## src/rtl/urx_pkg.sv

```systemverilog
package urx_pkg;

  typedef struct packed {
    logic       oe;
    logic       be;
    logic       pe;
    logic       fe;
    logic [7:0] data;
  } urx_entry_t;

  localparam int unsigned ENTRY_W = $bits(urx_entry_t);

  typedef enum logic [2:0] {
    FR_IDLE,
    FR_START,
    FR_DATA,
    FR_PAR,
    FR_STOP,
    FR_BRKCHK,
    FR_LOCK
  } fr_state_e;

endpackage

```

## src/rtl/urx_sync.sv

```systemverilog
module urx_sync #(
  parameter int unsigned STAGES = 2
) (
  input  logic clk,
  input  logic rst_n,
  input  logic din,
  output logic dout
);

  logic [STAGES-1:0] chain_q;

  generate
    if (STAGES == 1) begin : g_one
      always_ff @(posedge clk or negedge rst_n) begin
        if (!rst_n) chain_q <= 1'b1;
        else        chain_q <= din;
      end
    end else begin : g_many
      always_ff @(posedge clk or negedge rst_n) begin
        if (!rst_n) chain_q <= '1;
        else        chain_q <= {chain_q[STAGES-2:0], din};
      end
    end
  endgenerate

  assign dout = chain_q[STAGES-1];

endmodule

```

## src/rtl/urx_framer.sv

```systemverilog
module urx_framer
  import urx_pkg::*;
#(
  parameter int unsigned OSR = 16
) (
  input  logic       clk,
  input  logic       rst_n,
  input  logic       os_tick,
  input  logic       line,
  input  logic       par_en,
  input  logic       par_even,
  output logic       push,
  output urx_entry_t push_entry
);

  localparam int unsigned CW = (OSR > 1) ? $clog2(OSR) : 1;
  localparam logic [CW-1:0] MID_C  = CW'(OSR/2 - 1);
  localparam logic [CW-1:0] LAST_C = CW'(OSR - 1);
  localparam logic [CW-1:0] HALF_C = CW'(OSR/2 - 1);

  fr_state_e     state_q, state_d;
  logic [CW-1:0] tick_q, tick_d;
  logic [2:0]    bit_q, bit_d;
  logic [7:0]    shift_q, shift_d;
  logic          par_q, par_d;
  logic          par_err;
  logic          all_low;

  // Parity bit expected for the byte held in the shifter
  always_comb begin
    par_err = 1'b0;
    if (par_en) begin
      par_err = (par_q != (par_even ? ^shift_q : ~^shift_q));
    end
    all_low = (shift_q == 8'h00) && (!par_en || !par_q);
  end

  always_comb begin
    state_d    = state_q;
    tick_d     = tick_q;
    bit_d      = bit_q;
    shift_d    = shift_q;
    par_d      = par_q;
    push       = 1'b0;
    push_entry = '0;

    unique case (state_q)
      FR_IDLE: begin
        tick_d = '0;
        if (!line) state_d = FR_START;
      end

      FR_START: begin
        if (os_tick) begin
          if (tick_q == MID_C) begin
            tick_d = '0;
            bit_d  = '0;
            state_d = line ? FR_IDLE : FR_DATA;
          end else begin
            tick_d = tick_q + 1'b1;
          end
        end
      end

      FR_DATA: begin
        if (os_tick) begin
          if (tick_q == LAST_C) begin
            tick_d  = '0;
            shift_d = {line, shift_q[7:1]};
            bit_d   = bit_q + 1'b1;
            if (bit_q == 3'd7) state_d = par_en ? FR_PAR : FR_STOP;
          end else begin
            tick_d = tick_q + 1'b1;
          end
        end
      end

      FR_PAR: begin
        if (os_tick) begin
          if (tick_q == LAST_C) begin
            tick_d  = '0;
            par_d   = line;
            state_d = FR_STOP;
          end else begin
            tick_d = tick_q + 1'b1;
          end
        end
      end

      FR_STOP: begin
        if (os_tick) begin
          if (tick_q == LAST_C) begin
            tick_d = '0;
            if (line) begin
              push            = 1'b1;
              push_entry.data = shift_q;
              push_entry.pe   = par_err;
              state_d         = FR_IDLE;
            end else if (all_low) begin
              state_d = FR_BRKCHK;
            end else begin
              push            = 1'b1;
              push_entry.data = shift_q;
              push_entry.pe   = par_err;
              push_entry.fe   = 1'b1;
              state_d         = FR_IDLE;
            end
          end else begin
            tick_d = tick_q + 1'b1;
          end
        end
      end

      FR_BRKCHK: begin
        if (line) begin
          push          = 1'b1;
          push_entry.fe = 1'b1;
          push_entry.pe = par_err;
          state_d       = FR_IDLE;
        end else if (os_tick) begin
          if (tick_q == HALF_C) begin
            push          = 1'b1;
            push_entry.be = 1'b1;
            state_d       = FR_LOCK;
          end else begin
            tick_d = tick_q + 1'b1;
          end
        end
      end

      FR_LOCK: begin
        tick_d = '0;
        if (line) state_d = FR_IDLE;
      end

      default: state_d = FR_IDLE;
    endcase
  end

  always_ff @(posedge clk or negedge rst_n) begin
    if (!rst_n) begin
      state_q <= FR_IDLE;
      tick_q  <= '0;
      bit_q   <= '0;
      shift_q <= '0;
      par_q   <= 1'b0;
    end else begin
      state_q <= state_d;
      tick_q  <= tick_d;
      bit_q   <= bit_d;
      shift_q <= shift_d;
      par_q   <= par_d;
    end
  end

endmodule

```

## src/rtl/urx_store.sv

```systemverilog
module urx_store
  import urx_pkg::*;
#(
  parameter int unsigned DEPTH = 16
) (
  input  logic                 clk,
  input  logic                 rst_n,
  input  logic                 fifo_en,
  input  logic                 wr_en,
  input  urx_entry_t           wr_entry,
  input  logic                 rd_en,
  output logic [ENTRY_W-1:0]   rd_data,
  output logic                 empty,
  output logic                 full
);

  localparam int unsigned AW = (DEPTH > 1) ? $clog2(DEPTH) : 1;
  localparam logic [AW:0]   CAP_Q_C  = (AW+1)'(DEPTH);
  localparam logic [AW:0]   CAP_H_C  = (AW+1)'(1);
  localparam logic [AW-1:0] LAST_P_C = AW'(DEPTH - 1);

  urx_entry_t    mem_q [DEPTH];
  logic [AW-1:0] wr_ptr_q, wr_ptr_d;
  logic [AW-1:0] rd_ptr_q, rd_ptr_d;
  logic [AW:0]   cnt_q, cnt_d;
  logic          lost_q, lost_d;
  logic [AW:0]   cap;
  logic          do_pop, do_wr;
  urx_entry_t    wr_word;

  always_comb begin
    cap     = fifo_en ? CAP_Q_C : CAP_H_C;
    empty   = (cnt_q == '0);
    full    = (cnt_q >= cap);
    do_pop  = rd_en && !empty;
    do_wr   = wr_en && (!full || do_pop);
    wr_word    = wr_entry;
    wr_word.oe = lost_q;

    wr_ptr_d = wr_ptr_q;
    rd_ptr_d = rd_ptr_q;
    cnt_d    = cnt_q;
    lost_d   = lost_q;

    if (do_wr) begin
      wr_ptr_d = (wr_ptr_q == LAST_P_C) ? '0 : wr_ptr_q + 1'b1;
      lost_d   = 1'b0;
    end else if (wr_en) begin
      lost_d   = 1'b1;
    end
    if (do_pop) begin
      rd_ptr_d = (rd_ptr_q == LAST_P_C) ? '0 : rd_ptr_q + 1'b1;
    end
    case ({do_wr, do_pop})
      2'b10:   cnt_d = cnt_q + 1'b1;
      2'b01:   cnt_d = cnt_q - 1'b1;
      default: cnt_d = cnt_q;
    endcase

    rd_data = empty ? '0 : mem_q[rd_ptr_q];
  end

  always_ff @(posedge clk or negedge rst_n) begin
    if (!rst_n) begin
      wr_ptr_q <= '0;
      rd_ptr_q <= '0;
      cnt_q    <= '0;
      lost_q   <= 1'b0;
    end else begin
      wr_ptr_q <= wr_ptr_d;
      rd_ptr_q <= rd_ptr_d;
      cnt_q    <= cnt_d;
      lost_q   <= lost_d;
    end
  end

  always_ff @(posedge clk) begin
    if (do_wr) mem_q[wr_ptr_q] <= wr_word;
  end

endmodule

```

## src/rtl/urx_tagged_rx.sv

```systemverilog
module urx_tagged_rx
  import urx_pkg::*;
#(
  parameter int unsigned DEPTH       = 16,
  parameter int unsigned OSR         = 16,
  parameter int unsigned SYNC_STAGES = 2
) (
  input  logic        clk,
  input  logic        rst_n,
  input  logic        os_tick,
  input  logic        rxd,
  input  logic        fifo_en,
  input  logic        par_en,
  input  logic        par_even,
  input  logic        rd_en,
  output logic [11:0] rd_data,
  output logic        rx_empty,
  output logic        rx_full
);

  logic       rx_line;
  logic       fr_push;
  urx_entry_t fr_entry;

  urx_sync #(.STAGES(SYNC_STAGES)) i_sync (
    .clk  (clk),
    .rst_n(rst_n),
    .din  (rxd),
    .dout (rx_line)
  );

  urx_framer #(.OSR(OSR)) i_framer (
    .clk       (clk),
    .rst_n     (rst_n),
    .os_tick   (os_tick),
    .line      (rx_line),
    .par_en    (par_en),
    .par_even  (par_even),
    .push      (fr_push),
    .push_entry(fr_entry)
  );

  urx_store #(.DEPTH(DEPTH)) i_store (
    .clk     (clk),
    .rst_n   (rst_n),
    .fifo_en (fifo_en),
    .wr_en   (fr_push),
    .wr_entry(fr_entry),
    .rd_en   (rd_en),
    .rd_data (rd_data),
    .empty   (rx_empty),
    .full    (rx_full)
  );

endmodule

```

## config.mk

```make
export PLATFORM = sky130hd
export DESIGN_NAME = urx_tagged_rx
export DESIGN_NICKNAME = d
export VERILOG_FILES = /design/src/rtl/urx_pkg.sv /design/src/rtl/urx_sync.sv /design/src/rtl/urx_framer.sv /design/src/rtl/urx_store.sv /design/src/rtl/urx_tagged_rx.sv
export SDC_FILE = /design/constraint.sdc
export NUM_CORES = 1
export LEC_CHECK = 0
export CAP_MARGIN = 30
export CORE_MARGIN = 1.5
export CORE_UTILIZATION = 50
export CTS_BUF_LIST = sky130_fd_sc_hd__clkbuf_16
export DETAILED_ROUTE_END_ITERATION = 7
export DONT_BUFFER_PORTS = 1
export PLACE_DENSITY = 0.7
export SLEW_MARGIN = 20
export SYNTH_ARGS = -nofsm -noshare
export SYNTH_HDL_FRONTEND = slang
export SYNTH_HIERARCHICAL = 1
export SYNTH_SLANG_ARGS = --single-unit
```

## constraint.sdc

```tcl
create_clock -name clk -period 4.55 [get_ports clk]
set_input_delay 0.91 -clock clk [delete_from_list [all_inputs] [get_ports clk]]
set_output_delay 0.91 -clock clk [all_outputs]
set_load 0.05 [all_outputs]
```

==> impl_metrics.yaml, run 1 <==
placement:
  dp_hpwl_um: 12200
  place_congestion: 0.854
  io_buffers: 0
  placed_cell_area_um2: 10300
yosys:
  synthesis.nets: 597
  synth-warning-count: 6
  syn_avg_cell_area_um2: 17.2
  syn_inst: 571
  synth_area_um2: 9810
route:
  ant_nets: 0
  routed_wl_um: 19700
  first_pass_iters: 4
  drc: 0
  drtIter0Drc: 431
  vias: 5317
  via_per_inst: 6.00
  wl_per_cell_um: 22.2
final_layout:
  final_util_pct: 57.3
  n_antenna_cell: 0
  layout-drive-gt1-share_pct: 24.8
  seq_area_um2: 6650
  n_fill_cell: 1441
  multi_input_comb_area_um2: 2940
  area_growth_pct: 12.8
  design_area_um2: 11100
  fin_nets: 631
global_routing:
  grt_pass1_vias: 5361
  grt.overflow.total: 0
  antenna_found_initial: 0
  grt_pass1_wl_um: 30200
  met3_usage_pct: 2.55
  grtUsageMet1_pct: 26.4
  grt_use_met2_pct: 34.4
  track_usage_pct: 19.8
  grt_max_degree: 36
  busiest_layer: "met2"
sta:
  setup_viol_count_final: 0
  tightest_slew_ps: 891
  max_freq_ghz: 0.270
  rsz0062_at_grt: "false"
  skew_ps: 10.5
  fin_crit_sh_pct: 81.3
  period_minus_slack_ps: 3700
  final_max_slew_viol_count: 0
  timing.final.hold_violations: 0
  maxSlewHeadroom_pct: 40.6
  tns_ps: 0
critical_path:
  critPathBufInv: 2
  cp_common_cell: "buf_4"
  cpPeakStageDelay_ps: 950
  setup.worst_path.end_class: "output port"
  cp_data_arrival_time_ps: 2790
  worstSetupPathDepth: 5
  path_cells: "buf_4, mux4_2, mux2i_1, o22ai_1, buf_4"
  critPathKind: "reg -> out"
  worstSetupStartpointType: "register"
  r2r_end: "i_store/cnt_q[4]$_DFFE_PN0P_"
  crit_required_ps: 3640
  cp_slowest_cell: "dfrtp_2"
  reg2reg_depth: 14
  r2r-start: "i_framer/shift_q[1]$_DFFE_PN0P_"
  crit_fanout: 27
  reg2reg_slack_ps: 970
  cpLargestDelayFamily: "flip-flops"
clock_tree:
  clk_latency_ps: 510
  cts_setup_buffers: 0
  clock-sinks: 227
  cts_buffers: 23
  root_buffer: "clkbuf_16"
  htree_levels: 1
  cts_resized: 0
  cts.path.max_buffers: 3
  path_clk_slew_ps: 60
  cts_tree: "built"
  hold_buffers: 0
floorplanning:
  boundaryPins: 22
  fp.dieArea_um2: 20500
  dieHeight_um: 143
  start_util_pct: 50.7
  rows: 51
  core-area_um2: 19300
  die_w_um: 143
power_and_ir_drop:
  p_leak_uw: 0.00429
  power_switching_uw: 1550
  p_int_uw: 3960
  power_density_nw_per_um2: 497
  p_seq_share_pct: 44.7
  vdd_ir_drop_max_uv: 322
  p_clk_share_pct: 34.6
  p_comb_share_pct: 20.6
  p_sw_share_pct: 28.1
job:
  drv_cap: 0
hold_path:
  hp-class: "in -> async"
status:
  status: "finished, final reports clean"
[layer usage]
metal | share of wire [%] | vias to the layer above
li1 | - | 2331
met1 | 41 | 2798
met2 | 52 | 153
met3 | 5.1 | 35
met4 | 1.8 | 0
met5 | 0 | -
[cell usage in the layout, fill, tap and decap left out, types with 3 or more instances in the layout]
| cell | instances |
|---|---|
| bufinv_16 | 4 |
| a21o_1 | 4 |
| clkinv_1 | 5 |
| mux4_2 | 48 |
| clkinvlp_4 | 3 |
| nor3b_1 | 4 |
| o2bb2ai_1 | 3 |
| nand2_1 | 18 |
| mux2i_1 | 33 |
| o22ai_1 | 12 |
| nor4_1 | 3 |
| nor3_2 | 6 |
| clkinv_2 | 4 |
| buf_4 | 38 |
| mux2_2 | 7 |
| inv_1 | 24 |
| and2_1 | 13 |
| o31ai_1 | 4 |
| edfxtp_1 | 192 |
| a21oi_1 | 9 |
| nand3_1 | 7 |
| and3_1 | 3 |
| nand4_1 | 3 |
| ha_1 | 17 |
| o21ai_0 | 3 |
| xnor2_1 | 8 |
| nand2b_1 | 5 |
| nor3_1 | 3 |
| o211ai_1 | 7 |
| clkbuf_16 | 23 |
| nor2_1 | 22 |
| dfrtp_1 | 31 |
[worst max path at each step]
stage,to,startpoint,slack [ps]
2_1_floorplan,i_store/mem_q[0][0]$_DFFE_PP_,os_tick,920
4_1_cts,rd_data[8],i_store/rd_ptr_q[0]$_DFFE_PN0N_,770
5_1_grt,rd_data[8],i_store/rd_ptr_q[0]$_DFFE_PN0N_,660
6_report,rd_data[9],i_store/rd_ptr_q[0]$_DFFE_PN0N_,850
3_5_place_dp,i_store/cnt_q[4]$_DFFE_PN0P_,par_en,800
3_3_place_gp,i_store/cnt_q[4]$_DFFE_PN0P_,par_en,930
[layout make-up]
cell class / instances / share of cell area [%]
inverter: 26 / 0.904
clock buffer: 23 / 5.20
tap: 265 / 3.00
timing repair buffer: 38 / 2.58
multi-input combinational: 289 / 26.5
sequential: 227 / 60.0
clock inverter: 18 / 1.75
[sequential cells by signal, indices dropped and copies added (netlist names)]
signal,cells
i_store/rd_ptr_q,4
i_framer/state_q,3
i_store/cnt_q,5
i_sync/chain_q,2
i_store/lost_q,1
i_framer/tick_q,4
i_store/wr_ptr_q,4
i_framer/shift_q,8
i_framer/par_q,1
i_framer/bit_q,3
i_store/mem_q,192
[worst reg2reg max path, cell delays in order, from the launching register on]
cell       delay, ps
dfrtp_1          380
inv_1            110
ha_1             150
nand4_1          150
or3_1            400
and3_1           260
o21bai_1         200
buf_4            190
inv_1            140
nand2_1          120
fa_1             430
nand2b_1         180
o2bb2ai_1        180
or4_4            430
a211oi_2         170
[power by group through the flow]
stage | registers [uW] | clock network (uW) | logic [uW]
after global routing | 2490 | 2020 | 1220
after global placement | 2500 | 0 | 1100
after floorplan | 2420 | 0 | 970
after detailed placement | 2500 | 0 | 1140
after CTS | 2460 | 1930 | 1150
final | 2460 | 1910 | 1140
[through the flow]
step / hold slack [ps] / total power (uW) / instances / worst slack [ps]
2_1_floorplan: 345 / 3390 / 571 / 924
3_3_place_gp: 347 / 3600 / 844 / 929
3_5_place_dp: 348 / 3640 / 845 / 799
4_1_cts: 83.2 / 5540 / 886 / 770
5_1_grt: 75.8 / 5730 / 886 / 664
6_report: 95.9 / 5500 / 886 / 849
No activity file was read; power rests on OpenSTA's default activity.
==> inputs of run 2 (changes only) <==
==> constraint.sdc (replaced) <==
create_clock -name clk -period 3.7 [get_ports clk]
set_input_delay 0.74 -clock clk [delete_from_list [all_inputs] [get_ports clk]]
set_output_delay 0.74 -clock clk [all_outputs]
set_load 0.05 [all_outputs]
==> run 2 against run 1 <==
Against the previous run:
- hold slack got worse by 31 ps
- sequential power increased by 24%
- utilization about the same
- critical path depth increased by 8
- first-iteration DRC count decreased by 23%
- sequential cell count unchanged
- final area about the same
- critical endpoint is now i_store/cnt_q[4]$_DFFE_PN0P_
- largest power group unchanged
==> impl_metrics.yaml, run 2 (same netlist as run 1, synthesis figures left out) <==
route:
  drtIter0Drc: 334
  drc: 0
  wl_per_cell_um: 21.5
  ant_nets: 0
  via_per_inst: 5.90
  first_pass_iters: 7
  vias: 5247
  routed_wl_um: 19200
critical_path:
  crit_fanout: 10
  setup.worst_path.end_class: "register"
  worstSetupStartpointType: "register"
  cp_slowest_cell: "or4_4"
  critPathKind: "reg -> reg"
  cp_data_arrival_time_ps: 3810
  path_cells: "inv_1, ha_1, nand4_1, or3_1, and3_1, o21bai_1, inv_1, nand2_1, fa_1, nand2b_1, o2bb2ai_1, or4_4, a211oi_2"
  crit_required_ps: 4120
  cp_common_cell: "inv_1"
  cpPeakStageDelay_ps: 430
clock_tree:
  htree_levels: 1
  path_clk_slew_ps: 60
  clock-sinks: 227
  cts_setup_buffers: 0
  hold_buffers: 1
  cts_tree: "built"
  clk_latency_ps: 500
  root_buffer: "clkbuf_16"
  cts_resized: 0
  cts.path.max_buffers: 3
  cts_buffers: 23
sta:
  skew_ps: 6.16
  period_minus_slack_ps: 3390
  final_max_slew_viol_count: 0
  setup_viol_count_final: 0
  timing.final.hold_violations: 0
  maxSlewHeadroom_pct: 53.7
  finalWorstSetupSlack_ps: 306
  max_freq_ghz: 0.295
  fin_crit_sh_pct: 91.7
  tns_ps: 0
  tightest_slew_ps: 695
  rsz0062_at_grt: "false"
floorplanning:
  die_w_um: 143
  boundaryPins: 22
  fp.dieArea_um2: 20500
  core-area_um2: 19300
  rows: 51
  start_util_pct: 50.7
  dieHeight_um: 143
power_and_ir_drop:
  vdd_ir_drop_max_uv: 356
  p_leak_uw: 0.00432
  power_density_nw_per_um2: 598
  p_total_uw: 6610
final_layout:
  area_growth_pct: 12.8
  layout_common_cells: "edfxtp_1, mux4_2, buf_4"
  n_antenna_cell: 0
  fin_nets: 634
  n_fill_cell: 1463
  layout-drive-gt1-share_pct: 24.0
  reg_top3: "i_store/mem_q x192, i_framer/shift_q x8, i_store/cnt_q x5"
  final_common_cell: "edfxtp_1"
  regMostFlops: "i_store/mem_q"
  design_area_um2: 11100
  largest_reg_flops: 192
placement:
  io_buffers: 0
  pre_cts_slack_ps: 242
  dp_hpwl_um: 12100
  placed_cell_area_um2: 10300
  place_congestion: 0.852
hold_path:
  hp-class: "in -> async"
status:
  status: "finished, final reports clean"
global_routing:
  grt_pass1_vias: 5376
  track_usage_pct: 19.8
  grt.overflow.total: 0
  grt_pass1_wl_um: 30100
  antenna_found_initial: 0
  grt_max_degree: 45
job:
  drv_cap: 0
==> run 2: cell count changes in the layout (fill, tap and decap cells not counted), sizes merged <==
cell	previous run	this run
buf	38	41
bufinv	4	2
clkinvlp	3	0
inv	28	34
==> run 2: per-layer routing <==
layer	vias to the layer above	global-route usage (%)	wire, um
met3	30	2.78	981
met1	2716	27.5	8180
met2	154	33.1	9640
met5	-	0	0
li1	2347	-	-
met4	0	5.64	361
==> run 2: stage by stage <==
stage,hold slack [ps],utilization (%),cells
6_report,65.2,57.2,890
5_1_grt,56.2,57.2,890
4_1_cts,64.0,57.2,890
3_5_place_dp,350,53.5,847
3_3_place_gp,348,53.5,847
2_1_floorplan,345,-,571
==> run 2: report_power, final <==
group          internal [uW]  switching [uW]
sequential              2850             193
clock                   1260             894
combinational            627             785
total                   4740            1870
==> run 2: layout make-up <==
class / instances / area, um2 / share of cell area, %
well taps: 265 / 332 / 3.00
inverters: 26 / 100 / 0.904
repair buffers: 41 / 345 / 3.12
flip-flops and latches: 227 / 6650 / 60.1
clock buffers: 23 / 576 / 5.20
clock inverters: 19 / 131 / 1.19
multi-input cells: 289 / 2940 / 26.5
==> run 2: worst paths after layout <==
check                                                     start                              end  slack [ps]  cells past startpoint
worst max-delay path            i_framer/shift_q[5]$_DFFE_PN0P_     i_store/cnt_q[4]$_DFFE_PN0P_         310                     13
worst min-delay path                                      rst_n  i_store/rd_ptr_q[3]$_DFFE_PN0N_          70                      1
worst max register to register  i_framer/shift_q[5]$_DFFE_PN0P_     i_store/cnt_q[4]$_DFFE_PN0P_         310                     13
worst min register to register      i_sync/chain_q[0]$_DFF_PN1_      i_sync/chain_q[1]$_DFF_PN1_         360                      0
max in group asynchronous                                 rst_n  i_framer/shift_q[6]$_DFFE_PN0P_        3440                      1
min in group clk                                            rxd      i_sync/chain_q[0]$_DFF_PN1_         230                      0
==> run 2: worst max-delay path: cells and delay by family (launching register included) <==
| kind | cells | cell delay (ps) |
|---|---|---|
| simple gates | 6 | 1550 |
| compound gates | 3 | 570 |
| fa+ha+maj | 2 | 550 |
| flops | 1 | 390 |
| buf+inv | 2 | 250 |
